$ cat src/rtl/cic_pkg.sv
package cic_pkg;

  // strobes issued by the rate control to the datapath
  typedef struct packed {
    logic intEn;   // accept one input into the accumulator chain
    logic combEn;  // advance the low-rate difference chain
    logic clear;   // synchronous clear of all state
  } cicStrobes_t;

endpackage

$ cat src/rtl/cic_ctrl.sv
module cic_ctrl
  import cic_pkg::*;
#(
  parameter int RATE = 4
) (
  input  logic        clk,
  input  logic        rst,
  input  logic        inValid,
  output cicStrobes_t strobes,
  output logic        outValid
);

  localparam int CNT_W = (RATE > 2) ? $clog2(RATE) : 1;
  localparam logic [CNT_W-1:0] LAST_CNT = CNT_W'(RATE - 1);

  logic [CNT_W-1:0] phaseCnt;
  logic             keepPend;
  logic             outValidReg;
  logic             pastRst;

  always_ff @(posedge clk) begin
    if (rst) begin
      phaseCnt    <= '0;
      keepPend    <= 1'b0;
      outValidReg <= 1'b0;
    end else begin
      if (inValid) begin
        phaseCnt <= (phaseCnt == LAST_CNT) ? '0 : phaseCnt + 1'b1;
      end
      keepPend    <= inValid && (phaseCnt == LAST_CNT);
      outValidReg <= keepPend;
    end
  end

  always_ff @(posedge clk) begin
    pastRst <= rst;
  end

  always_comb begin
    strobes.intEn  = inValid;
    strobes.combEn = keepPend;
    strobes.clear  = rst;
  end

  assign outValid = outValidReg;

  // one edge after reset, the counter and output strobe are cleared
  always_ff @(posedge clk) begin
    if (pastRst) begin
      a_r1_reset_clear: assert (phaseCnt == '0 && !outValidReg && !keepPend);
    end
  end

  a_r3_cnt_bound: assert property (@(posedge clk) disable iff (rst)
    phaseCnt <= LAST_CNT);

  a_r4_cnt_hold: assert property (@(posedge clk) disable iff (rst)
    !inValid |=> $stable(phaseCnt));

  a_r8_single_pulse: assert property (@(posedge clk) disable iff (rst)
    outValidReg |=> !outValidReg);

endmodule

$ cat src/rtl/cic_datapath.sv
module cic_datapath
  import cic_pkg::*;
#(
  parameter int IN_W       = 16,
  parameter int NUM_STAGES = 3,
  parameter int DIFF_DELAY = 2,
  parameter int GROWTH     = 9,
  parameter int ACC_W      = IN_W + GROWTH
) (
  input  logic                    clk,
  input  cicStrobes_t             strobes,
  input  logic [IN_W-1:0]         inData,
  output logic signed [ACC_W-1:0] combOut
);

  logic signed [ACC_W-1:0] integVal [NUM_STAGES];
  logic signed [ACC_W-1:0] combVal  [NUM_STAGES];
  logic signed [ACC_W-1:0] extIn;

  assign extIn = {{GROWTH{inData[IN_W-1]}}, inData};

  // accumulator chain at the input rate
  for (genvar k = 0; k < NUM_STAGES; k++) begin : g_integ
    logic signed [ACC_W-1:0] accReg;
    logic signed [ACC_W-1:0] accIn;
    if (k == 0) begin : g_first
      assign accIn = extIn;
    end else begin : g_chain
      assign accIn = integVal[k-1];
    end
    always_ff @(posedge clk) begin
      if (strobes.clear) begin
        accReg <= '0;
      end else if (strobes.intEn) begin
        accReg <= accReg + accIn;  // wraps
      end
    end
    assign integVal[k] = accReg;
  end

  // difference chain at the decimated rate
  for (genvar j = 0; j < NUM_STAGES; j++) begin : g_comb
    logic signed [ACC_W-1:0] diffReg;
    logic signed [ACC_W-1:0] diffIn;
    logic signed [ACC_W-1:0] histReg [DIFF_DELAY];
    if (j == 0) begin : g_first
      assign diffIn = integVal[NUM_STAGES-1];
    end else begin : g_chain
      assign diffIn = combVal[j-1];
    end
    always_ff @(posedge clk) begin
      if (strobes.clear) begin
        diffReg <= '0;
        for (int i = 0; i < DIFF_DELAY; i++) histReg[i] <= '0;
      end else if (strobes.combEn) begin
        diffReg    <= diffIn - histReg[DIFF_DELAY-1];
        histReg[0] <= diffIn;
        for (int i = 1; i < DIFF_DELAY; i++) histReg[i] <= histReg[i-1];
      end
    end
    assign combVal[j] = diffReg;
  end

  assign combOut = combVal[NUM_STAGES-1];

  a_r4_integ_hold: assert property (@(posedge clk) disable iff (strobes.clear)
    !strobes.intEn |=> $stable(integVal[0]));

  a_r5_comb_hold: assert property (@(posedge clk) disable iff (strobes.clear)
    !strobes.combEn |=> $stable(combVal[NUM_STAGES-1]));

endmodule

$ cat src/rtl/cic_decimator.sv
module cic_decimator
  import cic_pkg::*;
#(
  parameter int IN_W       = 16,
  parameter int NUM_STAGES = 3,
  parameter int RATE       = 4,
  parameter int DIFF_DELAY = 2,
  localparam int GROWTH    = NUM_STAGES * $clog2(RATE * DIFF_DELAY),
  localparam int OUT_W     = IN_W + GROWTH
) (
  input  logic             clk,
  input  logic             rst,
  input  logic             inValid,
  input  logic [IN_W-1:0]  inData,
  output logic             outValid,
  output logic [OUT_W-1:0] outData
);

  cicStrobes_t         strobes;
  logic signed [OUT_W-1:0] combOut;

  initial begin
    a_param_in_w: assert (IN_W >= 1 && IN_W <= 32);
    a_param_rate: assert (RATE >= 2 && NUM_STAGES >= 1 && DIFF_DELAY >= 1);
  end

  cic_ctrl #(.RATE(RATE)) ctrl_i (
    .clk      (clk),
    .rst      (rst),
    .inValid  (inValid),
    .strobes  (strobes),
    .outValid (outValid)
  );

  cic_datapath #(
    .IN_W       (IN_W),
    .NUM_STAGES (NUM_STAGES),
    .DIFF_DELAY (DIFF_DELAY),
    .GROWTH     (GROWTH),
    .ACC_W      (OUT_W)
  ) dp_i (
    .clk     (clk),
    .strobes (strobes),
    .inData  (inData),
    .combOut (combOut)
  );

  assign outData = combOut;

endmodule

$ cat config.mk
export PLATFORM = sky130hd
export DESIGN_NAME = cic_decimator
export DESIGN_NICKNAME = d
export VERILOG_FILES = /design/src/rtl/cic_pkg.sv /design/src/rtl/cic_ctrl.sv /design/src/rtl/cic_datapath.sv /design/src/rtl/cic_decimator.sv
export SDC_FILE = /design/constraint.sdc
export NUM_CORES = 1
export LEC_CHECK = 0
export BUFFER_PORTS_ARGS = -buffer_cell sky130_fd_sc_hd__buf_2
export CAP_MARGIN = 40
export CORE_ASPECT_RATIO = 1.75
export CORE_MARGIN = 3
export CORE_UTILIZATION = 59
export CTS_BUF_LIST = sky130_fd_sc_hd__clkbuf_4 sky130_fd_sc_hd__clkbuf_8
export DETAILED_ROUTE_END_ITERATION = 12
export MAX_ROUTING_LAYER = met4
export PLACE_DENSITY = 0.9
export SLEW_MARGIN = 10
export SYNTH_ARGS = -nofsm -noshare
export SYNTH_HDL_FRONTEND = slang
export SYNTH_SLANG_ARGS = --single-unit
$ cat constraint.sdc
create_clock -name clk -period 4.8 [get_ports clk]
set_clock_uncertainty 0.05 [all_clocks]
set_input_delay 0 -clock clk [delete_from_list [all_inputs] [get_ports clk]]
set_output_delay 0 -clock clk [all_outputs]
set_load 0.005 [all_outputs]
==> results_dict.tcl <==
set metrics [dict create \
    status "finished clean" \
    powerDensity_mw_per_mm2 325.5 \
    finish.utilization_pct 65.89 \
    timing.reg2reg.setup_slack_ns 1.43 \
    power.total_w 0.006493 \
    synth_top_area_cell "sky130_fd_sc_hd__edfxtp_1" \
    horizontal_die_dimension_um 138.9 \
    placed_area_mm2 0.01881 \
    max_freq_mhz 297.0 \
    drtIter0Drc 787 \
    rows 84 \
    clockRootBuffer "sky130_fd_sc_hd__clkbuf_8" \
    critical_path_required_ns 5.19 \
    cts.clk_slew.worst_paths_ns 0.06 \
    synth_area_leaders "sky130_fd_sc_hd__edfxtp_1 (25%), sky130_fd_sc_hd__dfxtp_1 (17%), sky130_fd_sc_hd__ha_1 (9.9%)" \
    finalWirelength_mm 39.06 \
    count_leader_synth "sky130_fd_sc_hd__nor2_1" \
    multi_input_comb_area_mm2 0.009935 \
    worst_relative_slew_slack_pct 42.55 \
    postSynthCellCount 1913 \
    global_route_wire_length_before_repair_mm 64.86 \
    clock_latency_ns 0.56 \
    final_worst_path_period_share_pct 70.15 \
    async_s_r_ff_share_synth_pct 0 \
    timing_worst_slew_pin_value_ns 0.8618 \
    post_cts_setup_buffer_count 0 \
    tritoncts_num_sinks 304 \
    grt_overflow_total 0 \
    dp.final_hpwl_mm 27.60 \
    yosys_register_bits 304 \
    cts_made_buffers 45 \
    synth_top_area_share_pct 24.70 \
    slew_viol_final 0 \
    start_to_end_type_of_the_worst_setup_path "reg2reg" \
    ctsHtreeMaxLevel 2 \
    gp_routability_congestion 0.9356 \
    synth_edf_count 150 \
    setup-violations-final 0 \
    fillers 2266 \
    synth.distinct_cells 88 \
    design.core.area_mm2 0.03027 \
    antenna_left 0 \
    cts_tree "yes" \
    timing.final.crit_period_ns 3.367 \
    buffer_ports.inserted 44 \
    flow.area_growth_from_synthesis_pct 9.387 \
    drive_above_1_share_pct 8.567 \
    final_net_count 2130 \
    die_y_um 238.6 \
    finalHoldWorstSlack_ns 0.05444 \
    grt_antenna_before_repair 0 \
    setup_total_negative_slack_ns 0 \
    routed-via-count 14083 \
    timing.hold.worst.class "in2reg" \
    ys_seq_area_share_pct 41.61 \
    netlist_area_mm2 0.01823 \
    synth.avg_cell_area_um2 9.531 \
    maxCapViolCount 0 \
    drt-vias-per-instance 5.910 \
    most_common_flop_cell_mapped_by_yosys "sky130_fd_sc_hd__dfxtp_1" \
    ys.warnings.count 0 \
    cp-start-kind "register" \
    grt_max_degree 96 \
    ioPinCount 45 \
    grt_usage_pct 23.81 \
    drt-wirelength-per-cell_um 16.39 \
    count_of_tritonroute_iterations_in_the_first_routing_pass 6 \
    rsz_0062_raised_after_global_routing "false" \
    synth_top_cells_by_count "sky130_fd_sc_hd__nor2_1 (174), sky130_fd_sc_hd__and2_1 (154), sky130_fd_sc_hd__dfxtp_1 (154), sky130_fd_sc_hd__edfxtp_1 (150), sky130_fd_sc_hd__ha_1 (145)" \
    initial_utilization_pct 60.24 \
    ff_latch_area_mm2 0.007589 \
    maximum_resistive_drop_on_vdd_v 0.0002186 \
    diodes 0 \
    floorplan.die_area_mm2 0.03313 \
    crit_path_end_kind "register" \
    timing.critical_path.fanout_max 5 \
    syn-num-nets 2083 \
    cts-root-to-sink-buffers 3 \
    drcViolationCount 0 \
    static-leakage-power_nw 8.591 \
    via_count_of_the_first_global_routing_pass 14404 \
    layout.cell_area.non_filler_mm2 0.01995 \
    data_arrival_time_of_the_critical_path_ns 3.76 \
    report.final.hold_viol_count 0 \
]
==> flip-flops by register name, indices dropped and copies added, names as in the netlist <==
| name | count |
|---|---|
| dp_i.combOut | 25 |
| dp_i.g_comb.diffIn | 25 |
| dp_i.g_integ.accReg | 50 |
| ctrl_i.phaseCnt | 2 |
| dp_i.g_comb.diffReg | 50 |
| ctrl_i.keepPend | 1 |
| dp_i.g_comb.histReg | 150 |
| ctrl_i.outValid | 1 |
==> power breakdown <==
group          internal (W)  leakage (nW)  switching, W  total [W]
combinational      0.000563          5.28      0.000755    0.00132
clock               0.00123         0.507      0.000974    0.00221
sequential          0.00286          2.80      0.000111    0.00297
total               0.00465          8.59       0.00184    0.00649
==> timing repair <==
item / 4_1_cts / 5_1_grt
resized for setup: 0 / 0
hold endpoints to repair: 50 / 0
hold buffers: 18 / 0
==> stage by stage <==
| stage | worst slack, ns | instances |
|---|---|---|
| after floorplan | 0.2436 | 1913 |
| after global placement | 1.563 | 2280 |
| after detailed placement | 1.471 | 2282 |
| after CTS | 1.447 | 2383 |
| after global routing | 1.218 | 2383 |
| final | 1.433 | 2383 |
==> layout by cell type (no fill, tap or decap), types with 17 or more instances in the layout <==
master	instances
sky130_fd_sc_hd__nor2_1	173
sky130_fd_sc_hd__and2_1	154
sky130_fd_sc_hd__dfxtp_1	153
sky130_fd_sc_hd__edfxtp_1	150
sky130_fd_sc_hd__ha_1	145
sky130_fd_sc_hd__a21oi_1	117
sky130_fd_sc_hd__inv_1	115
sky130_fd_sc_hd__nand2_1	102
sky130_fd_sc_hd__o21ai_0	78
sky130_fd_sc_hd__xnor2_1	65
sky130_fd_sc_hd__mux2i_1	63
sky130_fd_sc_hd__a21o_1	55
sky130_fd_sc_hd__clkbuf_8	48
sky130_fd_sc_hd__nand3_1	43
sky130_fd_sc_hd__buf_2	42
sky130_fd_sc_hd__nor3_1	40
sky130_fd_sc_hd__xor2_1	34
sky130_fd_sc_hd__nand2b_1	27
sky130_fd_sc_hd__a211oi_1	24
sky130_fd_sc_hd__nor2b_1	21
sky130_fd_sc_hd__o21bai_1	19
sky130_fd_sc_hd__o21a_1	19
sky130_fd_sc_hd__clkbuf_4	18
sky130_fd_sc_hd__dlygate4sd3_1	18
sky130_fd_sc_hd__a31oi_1	17
==> path summary, 6_finish.rpt <==
| path | depth (start not counted) | from | end |
|---|---|---|---|
| worst min register to register | 2 | dp_i.combOut[10] | dp_i.combOut[10] |
| worst min-delay path | 5 | inData[14] | dp_i.g_integ[0].accReg[14] |
| worst max register to register | 9 | dp_i.g_integ[1].accReg[0] | dp_i.g_integ[1].accReg[22] |
| worst max-delay path | 9 | dp_i.g_integ[1].accReg[0] | dp_i.g_integ[1].accReg[22] |
==> per-layer routing <==
metal  global-route usage [%]  part of all wire [%]  vias up  wire, um
li1                         -                     -     6986         -
met4                    11.57                   4.3        0      1667
met3                    2.722                   3.1      125      1228
met5                        -                     0        -         0
met2                    45.91                    55      309     21310
met1                    23.38                    38     6663     14860
==> final cells by class <==
| class | count | area share, % |
|---|---|---|
| Tap cell | 387 | 2.428 |
| Timing Repair Buffer | 73 | 2.672 |
| Inverter | 117 | 2.233 |
| Clock inverter | 17 | 0.8218 |
| Sequential cell | 304 | 38.05 |
| Multi-Input combinational cell | 1419 | 49.81 |
| Clock buffer | 66 | 3.990 |
==> worst max-delay path, stage by stage, from the launching register on <==
cell and delay (ns):
sky130_fd_sc_hd__dfxtp_1 0.33, sky130_fd_sc_hd__ha_1 0.23, sky130_fd_sc_hd__fa_1 0.40, sky130_fd_sc_hd__a21oi_1 0.24, sky130_fd_sc_hd__o211ai_1 0.16, sky130_fd_sc_hd__a211oi_1 0.65, sky130_fd_sc_hd__nor4_1 0.25, sky130_fd_sc_hd__a2111oi_0 0.66
sky130_fd_sc_hd__or4_1 0.21, sky130_fd_sc_hd__nand3_1 0.07
==> kinds of logic (layout without fill, tap and decap cells) <==
family,Yosys count,in the layout,synth area share (%)
XOR/XNOR,99,99,4.755
flip-flops,304,304,41.61
AND/OR/NAND/NOR,638,638,17.94
buffers and inverters,190,273,3.918
adder cells (fa/ha/maj),151,151,10.61
AO/OA/AOI/OAI,463,463,17.40
multiplexers,68,68,3.767
Note: power is estimated with default switching activity, not from simulation.
